==> config.mk <==
export PLATFORM = sky130hd
export DESIGN_NAME = cache_rgn_seq
export DESIGN_NICKNAME = d
export VERILOG_FILES = /design/src/rtl/cache_rgn_pkg.sv /design/src/rtl/cache_rgn_chan.sv /design/src/rtl/cache_rgn_arb.sv /design/src/rtl/cache_rgn_walker.sv /design/src/rtl/cache_rgn_seq.sv
export SDC_FILE = /design/constraint.sdc
export NUM_CORES = 1
export LEC_CHECK = 0
export ABC_CLOCK_PERIOD_IN_PS = 4800
export BUFFER_PORTS_ARGS = -buffer_cell sky130_fd_sc_hd__buf_2
export CAP_MARGIN = 20
export CORE_MARGIN = 3
export CORE_UTILIZATION = 50
export CTS_CLUSTER_SIZE = 24
export DETAILED_ROUTE_END_ITERATION = 7
export PLACE_DENSITY = 0.68
export SYNTH_ARGS = -nofsm -noshare
export SYNTH_HDL_FRONTEND = slang
export SYNTH_SLANG_ARGS = --single-unit
==> constraint.sdc <==
create_clock -name clk -period 4.8 [get_ports clk]
set_clock_uncertainty 0.15 [all_clocks]
set_input_delay 0.96 -clock clk [delete_from_list [all_inputs] [get_ports clk]]
set_output_delay 0.96 -clock clk [all_outputs]
set_load 0.03 [all_outputs]
==> src/rtl/cache_rgn_pkg.sv <==
package cache_rgn_pkg;

  typedef enum logic [1:0] {
    LOP_NONE      = 2'b00,
    LOP_FLUSH     = 2'b01,
    LOP_INVAL     = 2'b10,
    LOP_FLUSH_INV = 2'b11
  } line_op_e;

  localparam logic [1:0] RSEL_CTRL  = 2'd0;
  localparam logic [1:0] RSEL_END   = 2'd1;
  localparam logic [1:0] RSEL_START = 2'd2;
  localparam logic [1:0] RSEL_UPPER = 2'd3;

  localparam int BUSY_BIT = 8;

endpackage

==> src/rtl/cache_rgn_chan.sv <==
module cache_rgn_chan
  import cache_rgn_pkg::*;
#(
  parameter int LO_W     = 32,
  parameter int ADDR_W   = 40,
  parameter bit HAS_CTRL = 1'b1
) (
  input  logic              clk,
  input  logic              rst_n,
  input  logic              we,
  input  logic [1:0]        addr,
  input  logic [LO_W-1:0]   wdata,
  input  logic              busy,
  output logic [LO_W-1:0]   rdata,
  output logic              start_wr,
  output logic [ADDR_W-1:0] rng_start,
  output logic [ADDR_W-1:0] rng_end,
  output line_op_e          rng_op
);
  localparam int HI_W = ADDR_W - LO_W;

  logic [LO_W-1:0] end_q;
  logic [LO_W-1:0] start_q;
  logic [HI_W-1:0] hi_q;
  logic [1:0]      ctrl_q;

  assign start_wr  = we && (addr == RSEL_START);
  assign rng_start = {hi_q, wdata};
  assign rng_end   = {hi_q, end_q};

  always_ff @(posedge clk or negedge rst_n) begin
    if (!rst_n) begin
      end_q   <= '0;
      start_q <= '0;
      hi_q    <= '0;
    end else if (we) begin
      case (addr)
        RSEL_END:   end_q <= wdata;
        RSEL_START: if (!busy) start_q <= wdata;
        RSEL_UPPER: hi_q  <= wdata[HI_W-1:0];
        default: ;
      endcase
    end
  end

  generate
    if (HAS_CTRL) begin : g_ctrl
      always_ff @(posedge clk or negedge rst_n) begin
        if (!rst_n)                            ctrl_q <= '0;
        else if (we && (addr == RSEL_CTRL))    ctrl_q <= wdata[1:0];
      end
      always_comb begin
        if (ctrl_q[0])      rng_op = LOP_INVAL;
        else if (ctrl_q[1]) rng_op = LOP_FLUSH_INV;
        else                rng_op = LOP_FLUSH;
      end
    end else begin : g_fixed
      assign ctrl_q = '0;
      assign rng_op = LOP_INVAL;
    end
  endgenerate

  always_comb begin
    rdata = '0;
    case (addr)
      RSEL_CTRL: begin
        rdata[1:0]      = ctrl_q;
        rdata[BUSY_BIT] = busy;
      end
      RSEL_END:   rdata = end_q;
      RSEL_START: rdata = start_q;
      default:    rdata[HI_W-1:0] = hi_q;
    endcase
  end

endmodule

==> src/rtl/cache_rgn_arb.sv <==
module cache_rgn_arb
  import cache_rgn_pkg::*;
#(
  parameter int ADDR_W = 40
) (
  input  logic              d_start_wr,
  input  logic [ADDR_W-1:0] d_start,
  input  logic [ADDR_W-1:0] d_end,
  input  line_op_e          d_op,
  input  logic              i_start_wr,
  input  logic [ADDR_W-1:0] i_start,
  input  logic [ADDR_W-1:0] i_end,
  input  logic              busy,
  output logic              go,
  output logic [ADDR_W-1:0] go_start,
  output logic [ADDR_W-1:0] go_end,
  output line_op_e          go_op,
  output logic              go_ic
);
  logic pick_d;
  logic pick_i;

  assign pick_d = d_start_wr && !busy;
  assign pick_i = i_start_wr && !busy && !d_start_wr;
  assign go     = pick_d || pick_i;
  assign go_ic  = pick_i;

  always_comb begin
    if (pick_i) begin
      go_start = i_start;
      go_end   = i_end;
      go_op    = LOP_INVAL;
    end else begin
      go_start = d_start;
      go_end   = d_end;
      go_op    = d_op;
    end
  end

endmodule

==> src/rtl/cache_rgn_walker.sv <==
module cache_rgn_walker
  import cache_rgn_pkg::*;
#(
  parameter int ADDR_W     = 40,
  parameter int LINE_BYTES = 64
) (
  input  logic              clk,
  input  logic              rst_n,
  input  logic              go,
  input  logic [ADDR_W-1:0] go_start,
  input  logic [ADDR_W-1:0] go_end,
  input  line_op_e          go_op,
  input  logic              go_ic,
  output logic              busy,
  output logic              req_valid,
  input  logic              req_ready,
  output logic [ADDR_W-1:0] req_addr,
  output line_op_e          req_op,
  output logic              req_icache
);
  localparam int OFF_W = $clog2(LINE_BYTES);
  localparam logic [ADDR_W:0] STEP = (ADDR_W+1)'(LINE_BYTES);

  logic [ADDR_W-1:0] cur_q;
  logic [ADDR_W-1:0] end_q;
  line_op_e          op_q;
  logic              ic_q;
  logic              busy_q;
  logic [ADDR_W-1:0] aligned;
  logic              empty;
  logic [ADDR_W:0]   next_w;
  logic              last;
  logic              fire;

  assign aligned = {go_start[ADDR_W-1:OFF_W], {OFF_W{1'b0}}};
  assign empty   = (go_end <= aligned);
  assign next_w  = {1'b0, cur_q} + STEP;
  assign last    = (next_w >= {1'b0, end_q});
  assign fire    = busy_q && req_ready;

  always_ff @(posedge clk or negedge rst_n) begin
    if (!rst_n) begin
      busy_q <= 1'b0;
      cur_q  <= '0;
      end_q  <= '0;
      op_q   <= LOP_NONE;
      ic_q   <= 1'b0;
    end else if (go && !busy_q) begin
      if (!empty) begin
        busy_q <= 1'b1;
        cur_q  <= aligned;
        end_q  <= go_end;
        op_q   <= go_op;
        ic_q   <= go_ic;
      end
    end else if (fire) begin
      cur_q <= next_w[ADDR_W-1:0];
      if (last) busy_q <= 1'b0;
    end
  end

  assign busy       = busy_q;
  assign req_valid  = busy_q;
  assign req_addr   = cur_q;
  assign req_op     = op_q;
  assign req_icache = ic_q;

  a_r10_hold: assert property (@(posedge clk) disable iff (!rst_n)
    (req_valid && !req_ready) |=> (req_valid && $stable(req_addr)
                                   && $stable(req_op) && $stable(req_icache)));

  a_r1_aligned: assert property (@(posedge clk) disable iff (!rst_n)
    req_valid |-> (req_addr[OFF_W-1:0] == '0));

  a_r2_below_end: assert property (@(posedge clk) disable iff (!rst_n)
    req_valid |-> (req_addr < end_q));

  a_r1_step: assert property (@(posedge clk) disable iff (!rst_n)
    (req_valid && req_ready && !last) |=>
      (req_valid && ({1'b0, req_addr} == {1'b0, $past(req_addr)} + STEP)));

  a_r8_launch_idle: assert property (@(posedge clk) disable iff (!rst_n)
    go |-> !busy_q);

  a_r7_empty_idle: assert property (@(posedge clk) disable iff (!rst_n)
    (go && empty) |=> !busy_q);

endmodule

==> src/rtl/cache_rgn_seq.sv <==
module cache_rgn_seq
  import cache_rgn_pkg::*;
#(
  parameter int LO_W       = 32,
  parameter int ADDR_W     = 40,
  parameter int LINE_BYTES = 64
) (
  input  logic              clk,
  input  logic              rst_n,
  input  logic              d_we,
  input  logic [1:0]        d_addr,
  input  logic [LO_W-1:0]   d_wdata,
  output logic [LO_W-1:0]   d_rdata,
  input  logic              i_we,
  input  logic [1:0]        i_addr,
  input  logic [LO_W-1:0]   i_wdata,
  output logic [LO_W-1:0]   i_rdata,
  output logic              busy,
  output logic              req_valid,
  input  logic              req_ready,
  output logic [ADDR_W-1:0] req_addr,
  output logic [1:0]        req_op,
  output logic              req_icache
);
  logic              d_start_wr, i_start_wr;
  logic [ADDR_W-1:0] d_start, d_end, i_start, i_end;
  line_op_e          d_op, i_op, go_op, w_op;
  logic              go, go_ic;
  logic [ADDR_W-1:0] go_start, go_end;

  cache_rgn_chan #(.LO_W(LO_W), .ADDR_W(ADDR_W), .HAS_CTRL(1'b1)) u_dchan (
    .clk(clk), .rst_n(rst_n), .we(d_we), .addr(d_addr), .wdata(d_wdata),
    .busy(busy), .rdata(d_rdata), .start_wr(d_start_wr),
    .rng_start(d_start), .rng_end(d_end), .rng_op(d_op)
  );

  cache_rgn_chan #(.LO_W(LO_W), .ADDR_W(ADDR_W), .HAS_CTRL(1'b0)) u_ichan (
    .clk(clk), .rst_n(rst_n), .we(i_we), .addr(i_addr), .wdata(i_wdata),
    .busy(busy), .rdata(i_rdata), .start_wr(i_start_wr),
    .rng_start(i_start), .rng_end(i_end), .rng_op(i_op)
  );

  cache_rgn_arb #(.ADDR_W(ADDR_W)) u_arb (
    .d_start_wr(d_start_wr), .d_start(d_start), .d_end(d_end), .d_op(d_op),
    .i_start_wr(i_start_wr), .i_start(i_start), .i_end(i_end),
    .busy(busy), .go(go), .go_start(go_start), .go_end(go_end),
    .go_op(go_op), .go_ic(go_ic)
  );

  cache_rgn_walker #(.ADDR_W(ADDR_W), .LINE_BYTES(LINE_BYTES)) u_walk (
    .clk(clk), .rst_n(rst_n), .go(go), .go_start(go_start), .go_end(go_end),
    .go_op(go_op), .go_ic(go_ic), .busy(busy), .req_valid(req_valid),
    .req_ready(req_ready), .req_addr(req_addr), .req_op(w_op),
    .req_icache(req_icache)
  );

  assign req_op = w_op;

  a_r6_icache_inval: assert property (@(posedge clk) disable iff (!rst_n)
    (req_valid && req_icache) |-> (req_op == 2'b10));

  a_r6_ichan_fixed: assert property (@(posedge clk) disable iff (!rst_n)
    i_op == LOP_INVAL);

  a_r9_data_first: assert property (@(posedge clk) disable iff (!rst_n)
    (d_start_wr && i_start_wr && !busy && (d_end > go_start)) |=> (busy && !req_icache));

endmodule

* Word-level counts from Yosys, hierarchy flattened
Cells that the tools add are included.
Storage, ports and cells: register bits 230, latch bits 0, bits in writable memories 0, memory bits (read-only) 0, input port bits 73, memories 0
Cells by class: $add $sub $neg 1, multiply operators 0, divide/modulo/power cells 0, order comparisons 2, equal/unequal tests 7, shifts and indexed selects 0, multiplexer cells 20, bitwise operators 2, reductions and logical operators 24
Operator list (count):
- 40-bit 2-to-1 mux | 5
- 23-bit one-hot mux with 2 select lines | 2
- 40-bit by 7-bit adder with 41-bit output (second input constant) | 1
- 41-bit by 40-bit >= comparator with 1-bit output | 1
- 40-bit <= comparator | 1
- 6-bit one-hot mux with 3 select lines | 2
- 2-bit one-hot mux with 3 select lines | 2
- 2-bit AND reduction | 6
- 3-bit AND reduction | 3
- 2-bit equality test (second input constant) | 4
- 1-bit logical AND | 8
- 2-bit 2-to-1 mux | 3
- 1-bit one-hot mux with 3 select lines | 2
- 2-bit by 1-bit equality test with 1-bit output (second input constant) | 2
- 2-bit zero test | 2
- 1-bit 2-to-1 mux | 4
- 2-bit nonzero test | 2
- 1-bit zero test | 2
- 2-bit != test (second input constant) | 1
- 1-bit NOT | 2
- 1-bit logical OR | 1

* Logic depth before layout (Yosys ltp)
Gate-level depths: netlist of run 1.
word-level depth 8, mapped depth 19, mapped depth without buffers 13

* Modules after synthesis
From an unflattened synthesis of run 1, not the netlist that was laid out.
Unflattened totals: cell total of the unflattened synthesis 1318, area total of the unflattened synthesis 14754.2 µm²
Modules (own cells, without submodules):
- cache_rgn_walker | times used 1, cells an instance 642, area an instance 6138.4 µm²
- cache_rgn_chan (u_dchan) | times used 1, cells an instance 293, area an instance 3699.8 µm²
- cache_rgn_chan (u_ichan) | times used 1, cells an instance 289, area an instance 3606.0 µm²
- cache_rgn_arb | times used 1, cells an instance 94, area an instance 1310.0 µm²

* Least setup slack after synthesis of run 1
OpenSTA, ideal clock, no wires.
path type input to register, start in d_addr[0], end reg u_walk.end_q[31], library setup time 0.125 ns, arrival 4.485 ns, required time 4.525 ns, slack 0.040 ns, stages on the path 19, path through inv_1 ha_1 clkbuf_1 and2_1 buf_2 nand2b_1 clkbuf_1 buf_2 clkbuf_1 nand2_1 nand2_1 ha_1 nand4_1 nor3_1 a22oi_1 a2111o_4 o21ai_4 buf_4 mux2_2
On the way: word-level cells in the longest chain between the ends 8
Ends and longest elaborated chain:
- start, declared | line cache_rgn_seq.sv:11 | input logic [1:0] d_addr,
- 2-bit equality test | line cache_rgn_chan.sv:27 | assign start_wr = we && (addr == RSEL_START);
- 1-bit logical AND | line cache_rgn_chan.sv:27
- 1-bit zero test | line cache_rgn_arb.sv:24 | assign pick_i = i_start_wr && !busy && !d_start_wr;
- 1-bit logical AND | line cache_rgn_arb.sv:24
- 40-bit 2-to-1 mux | line cache_rgn_arb.sv:29 | if (pick_i) begin
- via go_end[19] | line cache_rgn_seq.sv:29 | logic [ADDR_W-1:0] go_start, go_end;
- 40-bit <= comparator | line cache_rgn_walker.sv:36 | assign empty = (go_end <= aligned);
- 1-bit NOT (no line)
- 2-bit AND reduction (no line)
- end signal, assigned | line cache_rgn_walker.sv:52 | end_q <= go_end;
- end, declared | line cache_rgn_walker.sv:25 | logic [ADDR_W-1:0] end_q;
The timed path passes the listed nets, and every way through them passes these cells. A chain may end at the register's enable or synchronous reset.

* Worst setup path in the final report of run 1
start in d_addr[0], end reg u_walk.end_q[17]
On the way: word-level cells in the longest chain between the ends 8
Ends and longest elaborated chain (line):
- 2-bit equality test (*) | cache_rgn_chan.sv:27
- 1-bit logical AND (*) | cache_rgn_chan.sv:27
- 1-bit zero test | cache_rgn_arb.sv:24
- 1-bit logical AND | cache_rgn_arb.sv:24
- 40-bit 2-to-1 mux | cache_rgn_arb.sv:29
- 40-bit <= comparator | cache_rgn_walker.sv:36
- 1-bit NOT (no line)
- 2-bit AND reduction (no line)
Mark *: on every way between the ends. The rest lies on a longest branch, timed or not.

==> results.py, run 1 <==
metrics = {
    "pwr": {
        "p_clk_frac": 0.365,
        "seqPwrFrac": 0.415,
        "peakVddDrop_uv": 233,
        "p_sw_w": 0.00175,
        "power_frac_comb": 0.220,
        "swShare": 0.317,
        "power_leakage_nw": 7.71,
        "intPower_w": 0.00377,
        "power.density_nw_per_um2": 357,
    },
    "timing": {
        "tightest_slew_ps": 829,
        "drv_slew": 0,
        "rsz0062_at_grt": "false",
        "setup_viol": 0,
        "post-route-period-util": 0.901,
        "worst_slack_ps": 475,
        "hold_viol_final": 0,
        "min_period_ps": 4330,
        "fmax_mhz": 231,
        "relSlewSlack": 0.444,
    },
    "synth": {
        "synth-seq-cells": 224,
        "yosysWarnings": 0,
        "ys.flop_type": "dfrtp_1",
        "ys_types": 63,
        "syn-instance-count": 1334,
        "synth_edf_count": 0,
        "async_flop_share": 1.00,
        "ys_seq_area_frac": 0.426,
        "syn_area_um2": 13200,
        "syn_area_per_cell_um2": 9.87,
    },
    "worst_setup_path": {
        "r2r_cells": 12,
        "crit_path_start_kind": "input pin",
        "crit_type": "in2reg",
        "cp_top_family": "simple AND/OR/NAND/NOR gates",
        "slowest_delay_ps": 590,
        "path_buf_inv": 4,
        "reg2reg_setup_slack_ps": 780,
        "crit_fanout": 42,
        "arrival_ps": 4580,
        "critical_path.cell_chain": "buf_2 > inv_1 > ha_1 > and2_1 > nand2b_2 > buf_12 > mux2i_1 > ha_1 > nand4_1 > nor3_1 > a22oi_1 > a2111o_4 > o21ai_4 > buf_12 > mux2_2",
        "reg2reg_from": "u_walk.busy",
        "critical_path.endpoint_type": "flop",
        "r2r-end": "u_walk.end_q[17]",
        "cp.required_ps": 5060,
        "slowest_stage": "a2111o_4",
    },
    "finish": {
        "instances_no_fill": 1859,
        "final_cell_mix": "nand2_1 (272), dfrtp_1 (224), buf_2 (174), mux2_2 (161), ha_1 (71)",
        "fin_nets": 1655,
        "final_util": 0.605,
        "drive_gt1_frac": 0.291,
        "design_area_um2": 15500,
        "fill_cells": 2207,
        "antennaDiodeCount": 0,
        "syn_to_final_growth_pct": 17.4,
        "final_common_cell": "nand2_1",
    },
    "floorplan": {
        "fp.dieW_um": 168,
        "die_h_um": 168,
        "start_util": 0.515,
        "core_area_um2": 25500,
        "fp-row-count": 58,
        "num_io_pins": 182,
        "die_area_um2": 28300,
    },
    "cts": {
        "cts_sinks": 224,
        "numCtsBuffers": 25,
        "clk_path_buf_depth": 3,
        "ctsResizeCount": 0,
        "cts_root_buffer": "clkbuf_16",
        "cts_tree": "built",
        "h-tree-depth": 1,
        "cts.clk_slew.worst_paths_ps": 60,
        "clkLatencyLatePin_ps": 530,
        "postCtsHoldBufs": 0,
        "post_cts_buffers": 0,
    },
    "grt": {
        "grt_pass1_vias": 10600,
        "grt_pass1_wl_mm": 61.0,
        "track_usage": 0.269,
        "antenna_found_initial": 0,
        "grt_max_degree": 92,
        "grt_overflow": 0,
    },
    "placement": {
        "place_inst": 1814,
        "dpl_worst_slack_ps": -23.3,
        "place_area_um2": 14600,
        "io_buffers": 175,
        "place_congestion": 0.885,
        "hpwlAfterDp_mm": 28.4,
    },
    "hold_path": {
        "holdCritPathClass": "in2async",
    },
    "drt": {
        "ant_nets": 0,
        "drc": 0,
        "first_iter_violations": 1125,
        "dr_total_vias": 11000,
        "viasPerCell": 5.89,
        "routed_wirelength_mm": 38.8,
        "wire_per_inst_um": 20.9,
        "drt_first_pass_iters": 6,
    },
    "status": {
        "outcome": "finished clean",
    },
    "run": {
        "cap_viol_max_count": 0,
    },
}
## how the worst max path moves through the flow
stage / from / endpoint / slack, ps / cells past startpoint
global placement: d_addr[0] / u_walk.end_q[28] / 90 / 15
CTS: d_addr[0] / u_walk.end_q[17] / 510 / 15
global route: d_addr[0] / u_walk.end_q[17] / 330 / 15
detailed placement: d_addr[0] / u_walk.end_q[23] / -20 / 15
finish: d_addr[0] / u_walk.end_q[17] / 470 / 15
floorplan: d_addr[0] / u_walk.end_q[31] / 40 / 19
## routing by layer
metal,GRT usage,up-vias,part of all wire,wire (um)
met5,0,-,0,0
met4,0.0509,0,0.016,629
met3,0.0456,43,0.083,3210
met2,0.396,469,0.43,16600
met1,0.422,5405,0.47,18400
li1,-,5040,-,-
## cell type report
class,instances,area (um2),share of cell area
multi-input combinational,975,6990,0.452
sequential,224,5610,0.363
timing repair buffer,229,1380,0.0892
clock buffer,36,727,0.0470
tap,330,413,0.0267
inverter,56,210,0.0136
clock inverter,9,130,0.00842
## through the flow
step / TNS [ps] / hold slack, ps / total power [W]
floorplan: 0 / 295 / 0.00304
global placement: 0 / 307 / 0.00349
detailed placement: -247 / 313 / 0.00352
CTS: 0 / 326 / 0.00553
global route: 0 / 314 / 0.00576
finish: 0 / 281 / 0.00552
## cells by family after synthesis
family / synth area share
AOI/OAI and AO/OA: 0.113
xor gates and xnor gates: 0.0213
adders and majority gates: 0.0675
buffers and inverters: 0.0454
DFF: 0.426
muxes: 0.168
other: 0.000285
and+or+nand+nor: 0.158
## power groups by stage
stage / combinational [W] / sequential, W / clock [W]
after floorplan: 0.000748 / 0.00229 / 0
after global placement: 0.00118 / 0.00231 / 0
after detailed placement: 0.00120 / 0.00232 / 0
after CTS: 0.00121 / 0.00228 / 0.00203
after global routing: 0.00133 / 0.00231 / 0.00211
final: 0.00122 / 0.00229 / 0.00201
## worst register-to-register path: cells and delay by family (launching register included)
| family | cells | cell delay (ps) |
|---|---|---|
| AO/OA/AOI/OAI | 3 | 900 |
| adder cells (fa/ha/maj) | 1 | 210 |
| flip-flops | 1 | 530 |
| buffers and inverters | 2 | 410 |
| multiplexers | 2 | 760 |
| AND/OR/NAND/NOR | 4 | 950 |
## registers in the layout (all words and copies together) (netlist names)
| name | count |
|---|---|
| u_dchan.ctrl_q | 2 |
| u_dchan.end_q | 32 |
| u_dchan.hi_q | 8 |
| u_dchan.start_q | 32 |
| u_ichan.end_q | 32 |
| u_ichan.hi_q | 8 |
| u_ichan.start_q | 32 |
| u_walk.busy | 1 |
| u_walk.end_q | 40 |
| u_walk.req_addr | 34 |
| u_walk.req_icache | 1 |
| u_walk.req_op | 2 |
## synthesized netlist by cell type, drive strengths merged, types with 3 or more instances
master	n	area share
o31ai	4	0.0023
nand3b	3	0.0017
mux2i	40	0.030
and4	8	0.0053
nor3	15	0.0061
dfrtp	224	0.43
a22oi	65	0.037
nand3	21	0.0080
xnor2	21	0.014
a31oi	4	0.0019
nor2	44	0.013
nand2	273	0.078
o21ai	38	0.015
buf	33	0.015
ha	71	0.067
nor4	3	0.0014
nor2b	46	0.022
o221ai	7	0.0047
inv	56	0.016
a2bb2oi	3	0.0020
a221oi	11	0.0073
o211ai	6	0.0045
a211oi	4	0.0023
nand4	16	0.0081
o211a	5	0.0038
xor2	11	0.0073
a21o	6	0.0034
clkbuf	51	0.015
o21a	3	0.0017
and3	9	0.0043
and2	7	0.0033
a222oi	5	0.0038
a21oi	34	0.013
o2111ai	3	0.0020
mux2	161	0.14
No activity file was read; power rests on OpenSTA's default activity.
==> inputs of run 2 (changes only) <==
--- a/config.mk
+++ b/config.mk
@@ -5,6 +5,7 @@
 export SDC_FILE = /design/constraint.sdc
 export NUM_CORES = 1
 export LEC_CHECK = 0
+export ABC_AREA = 1
 export ABC_CLOCK_PERIOD_IN_PS = 4800
 export BUFFER_PORTS_ARGS = -buffer_cell sky130_fd_sc_hd__buf_2
 export CAP_MARGIN = 20
==> results.py, run 2 <==
metrics = {
    "finish": {
        "fin_nets": 2200,
        "drive_gt1_frac": 0.132,
        "largest_reg_flops": 40,
        "top_register": "u_walk.end_q",
        "final_cell_mix": "nand2_1 (663), inv_1 (254), o21ai_0 (230), dfrtp_1 (224), buf_2 (174)",
        "final_common_cell": "nand2_1",
        "antennaDiodeCount": 0,
        "design_area_um2": 15600,
        "syn_to_final_growth_pct": 14.8,
    },
    "floorplan": {
        "die_area_um2": 29200,
        "num_io_pins": 182,
        "core_area_um2": 26400,
        "start_util": 0.515,
        "die_h_um": 171,
        "fp-row-count": 59,
        "fp.dieW_um": 171,
    },
    "worst_setup_path": {
        "critical_path.endpoint_type": "flop",
        "crit_fanout": 53,
        "crit_path_start_kind": "input pin",
        "cp.required_ps": 5110,
        "crit_type": "in2reg",
        "arrival_ps": 4320,
    },
    "synth": {
        "synth-seq-cells": 224,
        "syn_area_um2": 13600,
        "syn-instance-count": 1916,
        "ys_top_cells_by_count": "nand2_1 (665), inv_1 (254), o21ai_0 (230), dfrtp_1 (224), a21oi_1 (91)",
        "ys_seq_area_frac": 0.413,
        "synth_edf_count": 0,
        "ys_types": 38,
        "syn_area_per_cell_um2": 7.09,
        "synth_top_area_frac": 0.413,
        "synth_most_common_cell": "nand2_1",
        "ys_top_cells_by_area": "dfrtp_1 (41%), nand2_1 (18%), o21ai_0 (8.5%)",
        "ys.flop_type": "dfrtp_1",
        "yosysWarnings": 0,
        "async_flop_share": 1.00,
        "synth_top_cell_by_area": "dfrtp_1",
    },
    "drt": {
        "drc": 0,
        "first_iter_violations": 1294,
        "drt_first_pass_iters": 5,
        "viasPerCell": 5.32,
        "ant_nets": 0,
        "wire_per_inst_um": 16.7,
        "dr_total_vias": 12800,
        "routed_wirelength_mm": 40.3,
    },
    "placement": {
        "place_congestion": 0.951,
        "hpwlAfterDp_mm": 29.7,
        "io_buffers": 175,
        "dpl_worst_slack_ps": 305,
        "place_area_um2": 14700,
    },
    "timing": {
        "holdWs_ps": 336,
        "finalSetupTns_ps": 0,
        "rsz0062_at_grt": "false",
        "worst_slack_ps": 791,
        "min_period_ps": 4010,
        "relSlewSlack": 0.358,
        "post-route-period-util": 0.835,
        "hold_viol_final": 0,
        "drv_slew": 0,
        "setup_viol": 0,
        "tightest_slew_ps": 964,
        "fmax_mhz": 249,
    },
    "cts": {
        "clk_path_buf_depth": 3,
        "cts.clk_slew.worst_paths_ps": 60,
        "numCtsBuffers": 25,
        "cts_tree": "built",
        "post_cts_buffers": 0,
        "cts_root_buffer": "clkbuf_16",
        "cts_sinks": 224,
        "h-tree-depth": 1,
        "clkLatencyLatePin_ps": 530,
        "postCtsHoldBufs": 0,
        "ctsResizeCount": 0,
    },
    "grt": {
        "antenna_found_initial": 0,
        "grt_overflow": 0,
        "grt_max_degree": 120,
        "grt_pass1_vias": 11800,
        "track_usage": 0.274,
        "grt_pass1_wl_mm": 63.9,
    },
    "pwr": {
        "finalPower_w": 0.00802,
        "power_leakage_nw": 8.46,
        "power.density_nw_per_um2": 514,
        "peakVddDrop_uv": 270,
    },
    "status": {
        "outcome": "finished clean",
    },
    "hold_path": {
        "holdCritPathClass": "reg2reg",
    },
    "run": {
        "cap_viol_max_count": 0,
    },
}
-- run 2: changes by cell type after synthesis, sizes merged, moves of 16 or more --
cell,delta
clkbuf,+16
nand3,+49
o21ai,+225
a22oi,-59
a21oi,+57
mux2i,-39
nor2,+41
nor2b,-46
mux2,-161
xnor2,-16
inv,+202
nand2,+396
-- run 2: cell type report --
cell class	instances	area (um2)
inverter	259	972
sequential	224	5610
tap	335	419
clock inverter	14	183
clock buffer	32	702
multi-input combinational	1340	6550
fill	2561	10800
timing repair buffer	206	1160
-- run 2: per-stage QoR --
stage	util	instances
4_1_cts	0.591	2409
3_5_place_dp	0.557	2363
6_report	0.591	2410
5_1_grt	0.591	2410
3_3_place_gp	0.557	2363
2_1_floorplan	-	1921
-- run 2: critical path, stage by stage --
cell and delay, ps:
buf_2 130, inv_1 80, ha_1 180, buf_4 410, nand3_2 150, nor2_2 310, o21a_1 230, inv_1 60
ha_1 270, nand2_1 60, nor2_1 190, nand2_1 100, nor2_1 110, nand2_1 60, nor2_1 80, nand3_1 120
nand3_4 130, buf_4 440, nand3_1 130, nand2_1 100
-- run 2: cells by family after synthesis --
group | after synthesis | share of synthesized area
compound gates | 388 | 0.150
buf+inv | 357 | 0.108
xor+xnor | 17 | 0.0110
mux | 1 | 0.000737
flops | 224 | 0.413
fa+ha+maj | 71 | 0.0654
other cells | 1 | 0.000276
simple gates | 857 | 0.252
-- run 2: worst paths after layout --
path	start	endpoint	slack, ps	cells past startpoint
min in group asynchronous	rst_n	u_walk.req_addr[14]	390	1
min reg2reg	u_ichan.start_q[14]	u_ichan.start_q[14]	340	2
max reg2reg	u_walk.req_addr[6]	u_walk.busy	1280	18
min	u_ichan.start_q[14]	u_ichan.start_q[14]	340	2
max in group asynchronous	rst_n	u_dchan.hi_q[6]	3000	2
max	i_addr[0]	u_walk.req_addr[36]	790	20
-- run 2: report_power, final --
part / internal [W] / switching (W)
Sequential: 0.00247 / 0.000501
Clock: 0.00125 / 0.000813
Combinational: 0.00102 / 0.00196
-- run 2: routing by layer --
metal	vias to the layer above	wire length, um	GRT usage
li1	6301	-	-
met1	5936	19500	0.437
met2	534	16800	0.401
met3	53	3240	0.0347
met4	0	748	0.0536
met5	-	0	0
